[config.mk]
export PLATFORM = sky130hd
export DESIGN_NAME = ptrslv_top
export DESIGN_NICKNAME = d
export VERILOG_FILES = /design/src/rtl/ptrslv_pkg.sv /design/src/rtl/ptrslv_linesync.sv /design/src/rtl/ptrslv_engine.sv /design/src/rtl/ptrslv_top.sv
export SDC_FILE = /design/constraint.sdc
export NUM_CORES = 1
export LEC_CHECK = 0
export BUFFER_PORTS_ARGS = -buffer_cell sky130_fd_sc_hd__buf_4
export CAP_MARGIN = 10
export CELL_PAD_IN_SITES_DETAIL_PLACEMENT = 2
export CELL_PAD_IN_SITES_GLOBAL_PLACEMENT = 2
export CORE_UTILIZATION = 42
export CTS_BUF_LIST = sky130_fd_sc_hd__clkbuf_4
export DETAILED_ROUTE_END_ITERATION = 10
export PLACE_DENSITY = 0.95
export REMOVE_ABC_BUFFERS = 1
export SYNTH_ARGS = -nofsm -noshare
export SYNTH_HDL_FRONTEND = slang
export SYNTH_HIERARCHICAL = 1
export SYNTH_SLANG_ARGS = --single-unit
[constraint.sdc]
create_clock -name clk -period 3.85 [get_ports clk]
set_input_delay 0.5775 -clock clk [delete_from_list [all_inputs] [get_ports clk]]
set_output_delay 0.5775 -clock clk [all_outputs]
set_load 0.03 [all_outputs]
[src/rtl/ptrslv_pkg.sv]
package ptrslv_pkg;
  parameter int DW = 8;

  typedef enum logic [3:0] {
    ST_IDLE, ST_ADDR, ST_AACK_W, ST_AACK_R, ST_PTR, ST_PACK,
    ST_WDAT, ST_DACK, ST_RDAT, ST_RACK, ST_SKIP
  } slv_state_e;

  // Address byte layout: [7:4] fixed nibble, [3:1] select pins, [0] direction
  function automatic logic addr_match(input logic [DW-1:0] b,
                                      input logic [3:0] hi,
                                      input logic [2:0] sel);
    return (b[7:4] == hi) && (b[3:1] == sel);
  endfunction

  function automatic logic [DW-1:0] ptr_next(input logic [DW-1:0] p);
    return p + {{(DW-1){1'b0}}, 1'b1};
  endfunction
endpackage

[src/rtl/ptrslv_linesync.sv]
module ptrslv_linesync #(
  parameter int STAGES = 2
) (
  input  logic clk,
  input  logic rst_n,
  input  logic scl_i,
  input  logic sda_i,
  output logic scl_lvl,
  output logic sda_lvl,
  output logic scl_rise,
  output logic scl_fall,
  output logic start_ev,
  output logic stop_ev
);
  logic [STAGES-1:0] scl_sr, sda_sr;
  logic scl_p, sda_p;

  always_ff @(posedge clk or negedge rst_n) begin
    if (!rst_n) begin
      scl_sr <= '1;
      sda_sr <= '1;
      scl_p  <= 1'b1;
      sda_p  <= 1'b1;
    end else begin
      scl_sr <= {scl_sr[STAGES-2:0], scl_i};
      sda_sr <= {sda_sr[STAGES-2:0], sda_i};
      scl_p  <= scl_sr[STAGES-1];
      sda_p  <= sda_sr[STAGES-1];
    end
  end

  assign scl_lvl  = scl_sr[STAGES-1];
  assign sda_lvl  = sda_sr[STAGES-1];
  assign scl_rise = scl_lvl & ~scl_p;
  assign scl_fall = ~scl_lvl & scl_p;
  assign start_ev = scl_lvl & scl_p & sda_p & ~sda_lvl;
  assign stop_ev  = scl_lvl & scl_p & ~sda_p & sda_lvl;
endmodule

[src/rtl/ptrslv_engine.sv]
module ptrslv_engine
  import ptrslv_pkg::*;
#(
  parameter logic [3:0] ADDR_HI = 4'b0101
) (
  input  logic          clk,
  input  logic          rst_n,
  input  logic          scl_lvl,
  input  logic          sda_lvl,
  input  logic          scl_rise,
  input  logic          scl_fall,
  input  logic          start_ev,
  input  logic          stop_ev,
  input  logic [2:0]    addr_sel,
  input  logic [DW-1:0] rdata,
  output logic          sda_oe_o,
  output logic [DW-1:0] reg_addr_o,
  output logic [DW-1:0] reg_wdata_o,
  output logic          reg_we_o
);
  localparam int CW = $clog2(DW + 1);
  localparam logic [CW-1:0] FULL = CW'(DW);

  slv_state_e    st_q;
  logic [CW-1:0] cnt_q;
  logic [DW-1:0] sh_q, tx_q, ptr_q;
  logic          mack_q;

  logic rx_state, byte_end, addr_hit;
  assign rx_state = (st_q == ST_ADDR) || (st_q == ST_PTR) || (st_q == ST_WDAT);
  assign byte_end = rx_state && scl_fall && (cnt_q == FULL);
  assign addr_hit = addr_match(sh_q, ADDR_HI, addr_sel);

  always_ff @(posedge clk or negedge rst_n) begin
    if (!rst_n) begin
      st_q   <= ST_IDLE;
      cnt_q  <= '0;
      sh_q   <= '0;
      tx_q   <= '0;
      ptr_q  <= '0;
      mack_q <= 1'b0;
    end else if (start_ev) begin
      st_q  <= ST_ADDR;
      cnt_q <= '0;
    end else if (stop_ev) begin
      st_q  <= ST_IDLE;
      cnt_q <= '0;
    end else begin
      case (st_q)
        ST_ADDR, ST_PTR, ST_WDAT: begin
          if (scl_rise && cnt_q != FULL) begin
            sh_q  <= {sh_q[DW-2:0], sda_lvl};
            cnt_q <= cnt_q + 1'b1;
          end
          if (byte_end) begin
            if (st_q == ST_ADDR)
              st_q <= !addr_hit ? ST_SKIP : (sh_q[0] ? ST_AACK_R : ST_AACK_W);
            else if (st_q == ST_PTR) begin
              ptr_q <= sh_q;
              st_q  <= ST_PACK;
            end else begin
              ptr_q <= ptr_next(ptr_q);
              st_q  <= ST_DACK;
            end
          end
        end
        ST_AACK_W: if (scl_fall) begin st_q <= ST_PTR;  cnt_q <= '0; end
        ST_PACK, ST_DACK: if (scl_fall) begin st_q <= ST_WDAT; cnt_q <= '0; end
        ST_AACK_R: if (scl_fall) begin
          tx_q  <= rdata;
          st_q  <= ST_RDAT;
          cnt_q <= '0;
        end
        ST_RDAT: begin
          if (scl_rise && cnt_q != FULL) cnt_q <= cnt_q + 1'b1;
          if (scl_fall) begin
            if (cnt_q == FULL) st_q <= ST_RACK;
            else tx_q <= {tx_q[DW-2:0], 1'b0};
          end
        end
        ST_RACK: begin
          if (scl_rise) begin
            mack_q <= ~sda_lvl;
            ptr_q  <= ptr_next(ptr_q);
          end
          if (scl_fall) begin
            if (mack_q) begin
              tx_q  <= rdata;
              st_q  <= ST_RDAT;
              cnt_q <= '0;
            end else begin
              st_q <= ST_IDLE;
            end
          end
        end
        default: ;
      endcase
    end
  end

  always_comb begin
    case (st_q)
      ST_AACK_W, ST_AACK_R, ST_PACK, ST_DACK: sda_oe_o = 1'b1;
      ST_RDAT: sda_oe_o = ~tx_q[DW-1];
      default: sda_oe_o = 1'b0;
    endcase
  end

  assign reg_addr_o  = ptr_q;
  assign reg_wdata_o = sh_q;
  assign reg_we_o    = byte_end && (st_q == ST_WDAT);


  property no_ack_on_miss;
    @(posedge clk) disable iff (!rst_n)
      (byte_end && st_q == ST_ADDR && !addr_hit) |=> !sda_oe_o;
  endproperty
  addr_miss_noack_chk: assert property (no_ack_on_miss);


  property sda_moves_scl_low;
    @(posedge clk) disable iff (!rst_n)
      (!$stable(sda_oe_o) && !$past(start_ev) && !$past(stop_ev)) |-> !scl_lvl;
  endproperty
  sda_chg_scl_low_chk: assert property (sda_moves_scl_low);


  property ptr_steps_after_write;
    @(posedge clk) disable iff (!rst_n)
      reg_we_o |=> (ptr_q == ptr_next($past(ptr_q)));
  endproperty
  ptr_step_chk: assert property (ptr_steps_after_write);


  property nack_releases;
    @(posedge clk) disable iff (!rst_n)
      (st_q == ST_RACK && scl_fall && !mack_q && !start_ev && !stop_ev)
        |=> (st_q == ST_IDLE && !sda_oe_o);
  endproperty
  nack_release_chk: assert property (nack_releases);


  property ptr_kept_on_stop;
    @(posedge clk) disable iff (!rst_n)
      stop_ev |=> $stable(ptr_q);
  endproperty
  ptr_keep_chk: assert property (ptr_kept_on_stop);


  property start_restarts;
    @(posedge clk) disable iff (!rst_n)
      start_ev |=> (st_q == ST_ADDR && cnt_q == '0 && !reg_we_o);
  endproperty
  start_restart_chk: assert property (start_restarts);
endmodule

[src/rtl/ptrslv_top.sv]
module ptrslv_top
  import ptrslv_pkg::*;
#(
  parameter logic [3:0] ADDR_HI     = 4'b0101,
  parameter int         SYNC_STAGES = 2
) (
  input  logic          clk,
  input  logic          rst_n,
  input  logic          scl_i,
  input  logic          sda_i,
  input  logic [2:0]    addr_sel_i,
  output logic          sda_oe_o,
  output logic [DW-1:0] reg_addr_o,
  output logic [DW-1:0] reg_wdata_o,
  output logic          reg_we_o,
  input  logic [DW-1:0] reg_rdata_i
);
  logic scl_lvl, sda_lvl, scl_rise, scl_fall, start_ev, stop_ev;

  ptrslv_linesync #(.STAGES(SYNC_STAGES)) sync_i (
    .clk      (clk),
    .rst_n    (rst_n),
    .scl_i    (scl_i),
    .sda_i    (sda_i),
    .scl_lvl  (scl_lvl),
    .sda_lvl  (sda_lvl),
    .scl_rise (scl_rise),
    .scl_fall (scl_fall),
    .start_ev (start_ev),
    .stop_ev  (stop_ev)
  );

  ptrslv_engine #(.ADDR_HI(ADDR_HI)) eng_i (
    .clk         (clk),
    .rst_n       (rst_n),
    .scl_lvl     (scl_lvl),
    .sda_lvl     (sda_lvl),
    .scl_rise    (scl_rise),
    .scl_fall    (scl_fall),
    .start_ev    (start_ev),
    .stop_ev     (stop_ev),
    .addr_sel    (addr_sel_i),
    .rdata       (reg_rdata_i),
    .sda_oe_o    (sda_oe_o),
    .reg_addr_o  (reg_addr_o),
    .reg_wdata_o (reg_wdata_o),
    .reg_we_o    (reg_we_o)
  );
endmodule

---- Yosys cells after proc, flatten, opt, wreduce, memory -nomap -nowiden ----
Cells that the tools add are included.
storage, ports and cells
  register bits ........................... 39
  bits of input ports ..................... 15
  output and inout port bits .............. 18
  logic and storage cells ................. 112
cells by class
  add/sub/neg operators ................... 2
  eq/ne operators ......................... 31
  muxes and demuxes ....................... 34
  bitwise logic cells ..................... 14
  reduce and logical (&&, ||, !) cells .... 21
operators by type and width
  cell                                                                      number
  4-bit 2-to-1 mux                                                          18
  8-bit 2-to-1 mux                                                          9
  4-bit by 1-bit inequality test with 1-bit output (second input constant)  10
  4-bit case mux with 6 select lines                                        1
  8-bit case mux with 3 select lines                                        1
  4-bit by 3-bit == test with 1-bit output (second input constant)          5
  8-bit case mux with 2 select lines                                        1
  8-bit AND reduction                                                       2
  4-bit == test (second input constant)                                     3
  2-bit by 1-bit inequality test with 1-bit output (second input constant)  6
  4-bit case mux with 3 select lines                                        1
  8-bit by 1-bit adder with 8-bit output (second input constant)            1
  4-bit by 2-bit == test with 1-bit output (second input constant)          2
  4-bit AND reduction                                                       2
  8-bit nonzero test                                                        1
  4-bit OR reduction                                                        2
  1-bit AND                                                                 7
  1-bit NOT                                                                 7
  6-bit AND reduction                                                       1
  1-bit logical AND                                                         5
  5-bit AND reduction                                                       1
  5-bit nonzero test                                                        1
  4-bit by 1-bit adder with 4-bit output (second input constant)            1
  4-bit by 1-bit == test with 1-bit output (second input constant)          1
  11 further kinds                                                          13

---- Longest topological paths before layout ----
  depth in word-level cells ............... 9
  mapped depth ............................ 7
  depth with buffers taken out ............ 6

---- Cells and area by module ----
The synthesis kept the hierarchy.
by module, submodules not included
  module           times used  cells each  area each (um^2)  seq. area each (um^2)
  ptrslv_engine    1           207         2167.1            825.8
  ptrslv_linesync  1           10          190.2             157.7

---- Worst setup path before layout ----
Ideal clock, no wire load.
  kind .................................... reg2out
  start point ............................. register eng_i.st_q[0]
  end point ............................... output port sda_oe_o
  data arrival time ....................... 1855 ps
  required time ........................... 3273 ps
  setup slack ............................. 1418 ps
  stages on the path, launching flop included .. 6
  cell sequence ........................... dfrtp_1 -> buf_4 -> nor4b_1 -> buf_2 -> inv_1 -> o22ai_1
between the ends
  word-level cells in the longest chain between the ends .. 3
  elaborated cells between the ends (all ways) .. 7
RTL lines
  what                                                                                                         RTL line              text
  start, declared                                                                                              ptrslv_engine.sv:24   slv_state_e st_q;
  start signal, assigned                                                                                       ptrslv_engine.sv:57   st_q <= !addr_hit ? ST_SKIP : (sh_q[0] ? ST_AACK_R : ST_AACK_W);
  4-bit by 2-bit == test with 1-bit output / 4-bit by 3-bit == test with 1-bit output (equally long branches)  ptrslv_engine.sv:102  case (st_q)
  4-bit OR reduction (no source line)                                                                          --
  1-bit case mux with 2 select lines *                                                                         ptrslv_engine.sv:102
  end, declared                                                                                                ptrslv_top.sv:12      output logic sda_oe_o,
Mark *: on every way between the ends. The rest lies on a longest branch, timed or not.

---- Worst setup path after layout ----
  start point ............................. register eng_i.st_q[3]
  end point ............................... output port sda_oe_o
Same word-level chain as after synthesis.

==> impl_results.md <==
* Count of flip-flops with a built-in enable after synthesis at 0
* Most used cell, CP: buf_4
* CORE AREA at 5270 µm²
* FF+latch count, synth at 39
* CTS HTree Levels at 2
* FP Rows at 26
* Clock transition at path regs at roughly 130 ps
* Hold crit path type: in2async
* WP data required at approximately 3300 ps
* Placer congestion estimate at 0.820
* Chip width at slightly below 80 µm
* Crit path DAT at 2290 ps
* Die span in y at 76.9 µm
* TritonCTS clock tree: done
* Post-synthesis cell area at roughly 2400 µm²
* Most frequent cells in the layout: 34 x buf_4, 33 x dfrtp_1, 23 x mux2_2
* Busiest layer in global routing: met2
* PortBufs at 32
* Crit path kind: reg2out
* Max_cap viols at 0
* CTS buffer count at 5
* Fin crit share at about three quarters
* Post-cts hold buffer count at 0
* Pwr dens at just over 500 nW/µm²
* Power Total at approximately 1.4 mW
* Synth-to-Final Area Change at 14.6%
* Util after Layout at 51.3%
* CTS root buffer: clkbuf_4
* DRT Pass-1 Iters at 4
* Met2 Use GR at a little over two fifths
* Tot GR Track Use at between 20% and 30%
* Post-synth cell types at 65
* Die area at approximately 5900 µm²
* Most common cell after layout, fill and taps aside: buf_4
* Post-synthesis average cell area at approximately 11 µm²
* Dpl hpwl at between 4000 and 5000 µm
* Clk buf depth at 2
* Final WL at ~7300 µm
* Worst-Skew Late Latency at 360 ps
* Post-CTS Setup Bufs at 0
* Antenna violations before repair at 0
* Final-report setup violation count at 0
* RSZ-0062 raised after global routing: no
* Largest net degree at the start of global routing at 40
* Tmin final at 2870 ps
* Layout cells sized above 1 at 34.8%
* Fin. Hold Viols at 0
* Via count at ~2000
* Vias per cell at ~6.2
* Register area share after synthesis at a little over two fifths
* Grt met1 use at between 30 and 40%
* First-pass GRT wire length at around 12000 µm
* RR Startpoint: sync_i/sda_sr[1]
* Number of I/O pins at 33
* F_max at 349 MHz
* Layout Skew at 21.4 ps
* Synthesized instance count at 217
* Synth Warn # at 6
* CTS resizes at 0
* Maximum VDD drop at ~0.32 mV
* Setup TNS at 0 ps
* R2R setup slack at 1290 ps
* GRT met3 Usage at 5.12%
* Lkg Pwr at ~1.2 nW
* Vias in the first global route at about 2100
* FF-to-FF End: eng_i/tx_q[5]
* # diodes at 0
* Critical Path Sink Type: output port
* Async set or reset register ratio after synthesis at 100%
* Post-DRT Antenna Nets at 0
* Fin nets at around 260
* Clk sink count at 39
* Crit path launch type: flop
* Worst slew pin tran at ~800 ps
* WL/cell at 23.1 µm
* Initial Util at between 40% and 50%
* Reg2reg path depth at 5
* Max incr delay on CP at between 800 and 900 ps
* Initial DRC count at a little over 200
* Relative slew slack at 46.4%
* CP Cell Sequence: nor4b_2 > buf_4 > inv_1 > o22ai_1 > buf_4
* Worst-path fanout max at 20
* Final Max Tran Viols at 0
* Status: complete, no violations
* Residual DRC at 0
* GR Overflow Total at 0
* Post-synth top flop: dfrtp_1
* Slowest stage cell, crit path: dfrtp_1
## stage by stage
stage | std cells | setup WS (ps) | area, µm² | hold WS, ps
floorplan | 202 | 521 | 2280 | 282
global placement | 306 | 1380 | 2630 | 346
detailed placement | 306 | 1300 | 2630 | 353
CTS | 314 | 1010 | 2700 | 174
global route | 314 | 795 | 2700 | 185
finish | 314 | 983 | 2700 | 174
## worst max-delay path, delay by kind of cell, from the launching register on
family | cells | cell delay, ps
AO/OA/AOI/OAI | 1 | 170
AND/OR/NAND/NOR | 1 | 320
buffers and inverters | 3 | 530
flip-flops | 1 | 890
## how the worst max path moves through the flow
| stage | start | cells past startpoint | end |
|---|---|---|---|
| 3_5_place_dp | sync_i/sda_sr[1] | 5 | eng_i/tx_q[5] |
| 5_1_grt | eng_i/st_q[3] | 5 | sda_oe_o |
| 3_3_place_gp | sync_i/sda_sr[1] | 5 | eng_i/tx_q[1] |
| 6_report | eng_i/st_q[3] | 5 | sda_oe_o |
| 4_1_cts | eng_i/st_q[3] | 5 | sda_oe_o |
| 2_1_floorplan | eng_i/st_q[3] | 3 | sda_oe_o |
## routing by layer
metal / vias to the layer above / wire, µm / part of all wire (%)
li1: 879 / - / -
met1: 1033 / 3420 / 47
met2: 36 / 3470 / 48
met3: 9 / 230 / 3.2
met4: 0 / 129 / 1.8
met5: - / 0 / 0
## cell usage after synthesis (3+ instances only)
master,instances,area share [%]
dfrtp_1,33,35
mux2_2,23,11
nand2_1,13,2.1
nor2_1,10,1.6
a21oi_1,8,1.7
buf_2,7,1.5
nor2b_1,7,1.9
dfstp_2,6,6.7
a2bb2oi_1,5,1.9
inv_1,5,0.80
nand3_1,5,1.1
o21ai_0,5,1.1
and4_1,4,1.5
nor4_1,4,1.1
nor4b_1,4,1.5
a31oi_1,3,0.80
and4b_1,3,1.3
clkbuf_1,3,0.48
ha_1,3,1.6
mux2i_1,3,1.3
nand2b_1,3,0.80
nand3b_1,3,0.96
o22ai_1,3,0.80
xnor2_1,3,1.1
## power by group
part / internal (mW) / leakage (nW) / switching (mW)
registers: 0.482 / 0.505 / 0.126
clock network: 0.134 / 0.0426 / 0.146
logic: 0.204 / 0.618 / 0.284
total: 0.820 / 1.17 / 0.556
## state kept, by name (all words and copies together) (netlist names)
| register | cells |
|---|---|
| eng_i/cnt_q | 4 |
| eng_i/mack_q | 1 |
| eng_i/reg_addr_o | 8 |
| eng_i/reg_wdata_o | 8 |
| eng_i/st_q | 4 |
| eng_i/tx_q | 8 |
| sync_i/scl_p | 1 |
| sync_i/scl_sr | 2 |
| sync_i/sda_p | 1 |
| sync_i/sda_sr | 2 |
## cell type report
type	count	area, µm²
clock inverter	3	38.8
sequential	39	983
fill	554	2570
multi-input combinational	158	1280
tap	70	87.6
inverter	5	18.8
timing repair buffer	34	255
clock buffer	5	37.5
## cell families after synthesis
group | share of synthesized area [%]
mux | 12.7
compound gates | 17.7
flops | 41.7
xor+xnor | 1.49
simple gates | 20.1
fa+ha+maj | 2.02
buf+inv | 4.25
Note: power is estimated with default switching activity, not from simulation.
